==> src/rtl/seg7_pkg.sv <==
package seg7_pkg;
  localparam int SEG_N = 7;
  typedef logic [SEG_N-1:0] seg_t;

  localparam seg_t SEG_ALL_ON  = {SEG_N{1'b1}};
  localparam seg_t SEG_ALL_OFF = {SEG_N{1'b0}};

  // bit positions of the segment letters in seg_t
  localparam int SEG_A = 0;
  localparam int SEG_B = 1;
  localparam int SEG_C = 2;
  localparam int SEG_D = 3;
  localparam int SEG_E = 4;
  localparam int SEG_F = 5;
  localparam int SEG_G = 6;

  typedef enum logic [1:0] {
    DRV_GLYPH = 2'd0,
    DRV_LAMP  = 2'd1,
    DRV_DARK  = 2'd2
  } drive_mode_t;
endpackage

==> src/rtl/seg7_input_hold.sv <==
module seg7_input_hold #(
  parameter int W = 4
) (
  input  logic         clk,
  input  logic         rst,
  input  logic         hold,
  input  logic [W-1:0] d_in,
  output logic [W-1:0] d_eff
);
  logic [W-1:0] held_q;

  // capture every edge while the hold is open
  always_ff @(posedge clk) begin
    if (rst) begin
      held_q <= '0;
    end else if (!hold) begin
      held_q <= d_in;
    end
  end

  // transparent while open, frozen while holding
  assign d_eff = hold ? held_q : d_in;
endmodule

==> src/rtl/seg7_glyph_rom.sv <==
module seg7_glyph_rom
  import seg7_pkg::*;
#(
  parameter int W = 4
) (
  input  logic [W-1:0] code,
  output seg_t         glyph
);
  logic upper_nz;
  seg_t low_glyph;

  generate
    if (W > 4) begin : g_wide
      assign upper_nz = |code[W-1:4];
    end else begin : g_narrow
      assign upper_nz = 1'b0;
    end
  endgenerate

  always_comb begin
    case (code[3:0])
      4'd0:    low_glyph = 7'h3F;
      4'd1:    low_glyph = 7'h06;
      4'd2:    low_glyph = 7'h5B;
      4'd3:    low_glyph = 7'h4F;
      4'd4:    low_glyph = 7'h66;
      4'd5:    low_glyph = 7'h6D;
      4'd6:    low_glyph = 7'h7D;
      4'd7:    low_glyph = 7'h07;
      4'd8:    low_glyph = 7'h7F;
      4'd9:    low_glyph = 7'h6F;
      default: low_glyph = SEG_ALL_OFF;
    endcase
  end

  assign glyph = upper_nz ? SEG_ALL_OFF : low_glyph;
endmodule

==> src/rtl/seg7_override.sv <==
module seg7_override
  import seg7_pkg::*;
(
  input  logic lamp_test_n,
  input  logic blank_n,
  input  seg_t glyph,
  output seg_t seg_next
);
  drive_mode_t mode;

  // lamp test outranks blanking
  always_comb begin
    if (!lamp_test_n)  mode = DRV_LAMP;
    else if (!blank_n) mode = DRV_DARK;
    else               mode = DRV_GLYPH;
  end

  always_comb begin
    case (mode)
      DRV_LAMP:  seg_next = SEG_ALL_ON;
      DRV_DARK:  seg_next = SEG_ALL_OFF;
      default:   seg_next = glyph;
    endcase
  end
endmodule

==> src/rtl/seg7_bcd_driver.sv <==
module seg7_bcd_driver
  import seg7_pkg::*;
#(
  parameter int DIGIT_W = 4
) (
  input  logic               clk,
  input  logic               rst,
  input  logic [DIGIT_W-1:0] digit,
  input  logic               hold,
  input  logic               lamp_test_n,
  input  logic               blank_n,
  output logic [SEG_N-1:0]   seg
);
  logic [DIGIT_W-1:0] code_eff;
  seg_t               glyph;
  seg_t               seg_next;
  seg_t               seg_q;

  seg7_input_hold #(.W(DIGIT_W)) hold_i (
    .clk   (clk),
    .rst   (rst),
    .hold  (hold),
    .d_in  (digit),
    .d_eff (code_eff)
  );

  seg7_glyph_rom #(.W(DIGIT_W)) rom_i (
    .code  (code_eff),
    .glyph (glyph)
  );

  seg7_override ovr_i (
    .lamp_test_n (lamp_test_n),
    .blank_n     (blank_n),
    .glyph       (glyph),
    .seg_next    (seg_next)
  );

  always_ff @(posedge clk) begin
    if (rst) seg_q <= SEG_ALL_OFF;
    else     seg_q <= seg_next;
  end

  assign seg = seg_q;
endmodule

==> config.mk <==
export PLATFORM = sky130hd
export DESIGN_NAME = seg7_bcd_driver
export DESIGN_NICKNAME = d
export VERILOG_FILES = /design/src/rtl/seg7_pkg.sv /design/src/rtl/seg7_input_hold.sv /design/src/rtl/seg7_glyph_rom.sv /design/src/rtl/seg7_override.sv /design/src/rtl/seg7_bcd_driver.sv
export SDC_FILE = /design/constraint.sdc
export NUM_CORES = 1
export LEC_CHECK = 0
export ABC_AREA = 1
export BUFFER_PORTS_ARGS = -buffer_cell sky130_fd_sc_hd__buf_2
export CELL_PAD_IN_SITES_DETAIL_PLACEMENT = 1
export CELL_PAD_IN_SITES_GLOBAL_PLACEMENT = 2
export CORE_MARGIN = 2
export CORE_UTILIZATION = 28
export CTS_BUF_LIST = sky130_fd_sc_hd__clkbuf_4 sky130_fd_sc_hd__clkbuf_8 sky130_fd_sc_hd__clkbuf_16
export DETAILED_ROUTE_END_ITERATION = 6
export HOLD_SLACK_MARGIN = 0.12
export PLACE_DENSITY = 0.91
export SYNTH_ARGS = -nofsm -noshare
export SYNTH_HDL_FRONTEND = slang
export SYNTH_SLANG_ARGS = --single-unit
==> constraint.sdc <==
create_clock -name clk -period 1.96 [get_ports clk]
set_input_delay 0.196 -clock clk [delete_from_list [all_inputs] [get_ports clk]]
set_output_delay 0.196 -clock clk [all_outputs]
set_load 0.005 [all_outputs]
* Word level (Yosys, flattened, before mapping)
Memory sizes are Yosys's and may differ from the RTL's.
Index checks and enable logic that the tools add are counted.
W data, S select, Z words.
** Operators by class
- Bitwise logic cells :: 0
- Shift operators :: 0
- Mux-type cells :: 4
- Add/sub/neg operators :: 0
- Multiply operators :: 0
- Equality and inequality tests :: 2
- Divide/modulo/power cells :: 0
- Magnitude comparators :: 0
- Reductions and logical operators :: 0
** Operator list (number)
- $pmux W7 S2 :: 1
- $mux W2 :: 2
- $mux W4 :: 1
- $eq A2 B1 Y1 const B :: 1
- $eq A2 B2 Y1 const B :: 1
** Storage, ports and cells
- Output and inout bits :: 7
- Bits in registers :: 11
- Word-level logic and storage cells :: 9
- RAM bits :: 0
- Input port bits :: 9
- ROM bits :: 112
- Memories :: 1
- Bits in latches :: 0
** Memories
- (no name shown) :: depth 16, bits a word 7, rd ports 1, clocked after memory_dff 0, wr ports 0, RTL line seg7_glyph_rom.sv:21 : case (code[3:0])

* Logic depth before layout (Yosys ltp)
- Word-level depth :: 4
- Mapped depth :: 12
- Gate-level depth less buffers :: 12

* Cells and area by module
A second synthesis with hierarchy kept.
** Second synthesis, totals
- Cell total of the unflattened synthesis :: 107
- Area, all modules :: 646.9 µm²
** By module, submodules not included
- seg7_glyph_rom :: sequential area each 0.0 µm², cells each 39, area each 210.2 µm², instances 1
- seg7_bcd_driver :: sequential area each 140.1 µm², cells each 21, area each 192.7 µm², instances 1
- seg7_input_hold :: sequential area each 80.1 µm², cells each 33, area each 191.4 µm², instances 1
- seg7_override :: sequential area each 0.0 µm², cells each 14, area each 52.6 µm², instances 1

* Worst setup path before layout
No wires, ideal clock.
- Kind :: register -> register
- Start point :: register hold_i.held_q[0]
- End point :: register seg_q[0] (netlist: seg[0])
- Path buffers :: 0
- Data required time :: 1889 ps
- Arrival time :: 1247 ps
- Setup slack :: 643 ps
- Clock period less this slack :: 1317 ps
- Setup time :: 71 ps
- Cell stages (with the launch flop) :: 11
- Cell sequence :: dfxtp_1 nand2_1 o21a_1 inv_1 ha_1 nand3b_1 nand2_1 nand2_1 nand2_1 nand2_1 a21oi_1
** On the way
- Word-level cells in the longest chain between the ends :: 3
** RTL lines
- from (decl) :: RTL line seg7_input_hold.sv:10 : logic [W-1:0] held_q;
- from (signal assigned) :: RTL line seg7_input_hold.sv:17 : held_q <= d_in;
- $mux W4 :: RTL line seg7_input_hold.sv:22 : assign d_eff = hold ? held_q : d_in;
- net code_eff[0] :: RTL line seg7_bcd_driver.sv:14 : logic [DIGIT_W-1:0] code_eff;
- $mem_v2 Z16 W7
- $pmux W7 S2 :: RTL line seg7_override.sv:19 : case (mode)
- to (signal assigned) :: RTL line seg7_bcd_driver.sv:41 : else seg_q <= seg_next;
- to (decl) :: RTL line seg7_bcd_driver.sv:17 : seg_t seg_q;
The timed path passes the listed nets, and every way through them passes these cells.
A chain may end at the register's enable or synchronous reset.

* Worst setup path in the final report
Same ends and word-level chain as after synthesis.

==> impl_metrics.json <==
{
  "yosysSeqAreaShare_pct": 36.3,
  "worstHoldPathType": "input pin to register",
  "drive_gt1_share_pct": 27.4,
  "syn_avg_cell_area_um2": 6.98,
  "cts-root-buf": "clkbuf_4",
  "io_pins": 16,
  "setup_viol": 0,
  "worst_pin_slew_ps": 210,
  "vias_per_cell": 4.28,
  "rsz0062_at_grt": "no",
  "stdcell_area_um2": 749,
  "slew_headroom_pct": 86.0,
  "start_util_pct": 30.3,
  "gr-total-overflow": 0,
  "total_leakage_power_nw": 0.419,
  "area_growth_pct": 23.5,
  "netlist_area_um2": 607,
  "die_x_um": 50.6,
  "path_clk_slew_ps": 70,
  "die_y_um": 50.6,
  "max_cap_violations": 0,
  "yosys_register_bits": 11,
  "placed_cell_area_um2": 719,
  "grt_start_max_net_pins": 12,
  "tns_ps": 0,
  "hold-worst-slack_ps": 210,
  "drtPass1Iterations": 4,
  "routed_wl_um": 1400,
  "peakVddDrop_v": 0.000466,
  "ys_types": 14,
  "place_hpwl_um": 1180,
  "core_mm2": 0.00200,
  "start_kind": "register",
  "finalCritPeriodShare_pct": 75.9,
  "cp_max_fo": 5,
  "vias": 569,
  "worstPathRequired_ps": 2160,
  "clock_path_buffers": 2,
  "routedWlPerCell_um": 10.5,
  "cts_buffers": 3,
  "syn-num-nets": 102,
  "worst_ep_arrival_time_ps": 1680,
  "rows": 16,
  "port_buffers": 15,
  "grt_pass1_vias": 581,
  "antenna_found_initial": 0,
  "grt_use_total_pct": 12.9,
  "powerDensity_mw_per_mm2": 702,
  "status": "completed",
  "ys_warn_count": 0,
  "drcViolationCount": 0,
  "ctsResizeCount": 0,
  "cts_setup_buffers": 0,
  "drv_slew": 0,
  "cts_hold_buf": 0,
  "fin_nets": 122,
  "criticalPathCategory": "register to register",
  "end_kind": "register",
  "cts_tree": "built",
  "detail_route.iter0.violations": 7,
  "clk_latency_ps": 260,
  "hold_violations": 0,
  "cts_max_level": 1,
  "die_area_mm2": 0.00256,
  "num_antenna_cells": 0,
  "numClockSinks": 11,
  "gp_congestion": 0.722,
  "instances_no_fill": 133,
  "fin_skew_ps": 2.08,
  "grt_first_pass_wirelength_um": 2500,
  "syn_inst": 87,
  "ant_nets": 0,
  "placed_cells": 129,
  "max_freq_ghz": 0.673,
  "layout_min_cycle_time_ps": 1490
}
==> synth_stat cells (all sizes together) <==
cell type,number,share of area [%]
o21a,1,1.2
dfxtp,11,36
clkbuf,1,0.62
ha,6,12
nand3b,1,1.2
nand2,43,29
nor2,4,2.5
a21boi,1,1.2
nand3,3,4.5
a21oi,7,5.8
inv,9,5.6
==> stage by stage <==
stage	power (W)	worst slack [ps]	util, %
6_report	0.000526	473	37.4
5_1_grt	0.000572	296	37.4
2_1_floorplan	0.000327	643	-
3_3_place_gp	0.000366	475	35.9
3_5_place_dp	0.000371	409	35.9
4_1_cts	0.000535	477	37.4
==> power by group <==
group	switching [W]	internal, W	total [W]
combinational	0.0000740	0.0000464	0.000120
sequential	0.00000410	0.000239	0.000243
clock	0.0000697	0.0000924	0.000162
==> state kept, by name, summed over array words and instances, names as in the netlist <==
name / flops
hold_i.held_q: 4
seg: 7
==> cells in the final DEF (no fill, tap or decap) <==
| master | count |
|---|---|
| nand2_1 | 38 |
| buf_2 | 15 |
| dfxtp_1 | 11 |
| a21oi_1 | 7 |
| inv_1 | 6 |
| ha_1 | 6 |
| nand2_2 | 5 |
| nor2_1 | 4 |
| clkbuf_4 | 4 |
| inv_2 | 3 |
| nand3_1 | 2 |
| o21a_1 | 1 |
| nand3b_1 | 1 |
| nand3_4 | 1 |
| a21boi_0 | 1 |
| buf_4 | 1 |
==> worst max-delay path, stage by stage, from the launching register on <==
cell      delay [ps]
dfxtp_1          300
nand2_1           50
o21a_1           230
inv_1             90
ha_1             190
nand3b_1         190
nand2_1          100
nand2_1           50
nand2_1           60
nand2_1           50
a21oi_1          110
==> kinds of logic (layout without fill, tap and decap cells) <==
logic type / count (synthesis) / count (layout) / share of synthesized area (%)
buffers and inverters: 10 / 29 / 6.18
adder cells (fa/ha/maj): 6 / 6 / 12.4
flip-flops: 11 / 11 / 36.3
AO/OA/AOI/OAI: 9 / 9 / 8.25
AND/OR/NAND/NOR: 51 / 51 / 36.9
==> per-layer routing <==
layer	part of all wire [%]	up-vias	GRT usage, %
met3	4.2	0	5.36
met4	0	0	1.35
met2	47	13	21.1
met1	49	251	16.5
met5	0	-	0
li1	-	305	-
==> final cells by class <==
| type | count | area [µm²] |
|---|---|---|
| multi-input cells | 66 | 349 |
| clock buffers | 4 | 30.0 |
| well taps | 27 | 33.8 |
| fillers | 276 | 1250 |
| inverters | 9 | 33.8 |
| flip-flops and latches | 11 | 220 |
| repair buffers | 16 | 82.6 |
==> worst paths after layout <==
path,start,endpoint,slack [ps],cells past startpoint
worst max-delay path,hold_i.held_q[0],seg[0],470,10
worst min-delay path,lamp_test_n,seg[6],210,2
worst max register to register,hold_i.held_q[0],seg[0],470,10
worst min register to register,hold_i.held_q[2],hold_i.held_q[2],660,4
Note: power is estimated with default switching activity, not from simulation.
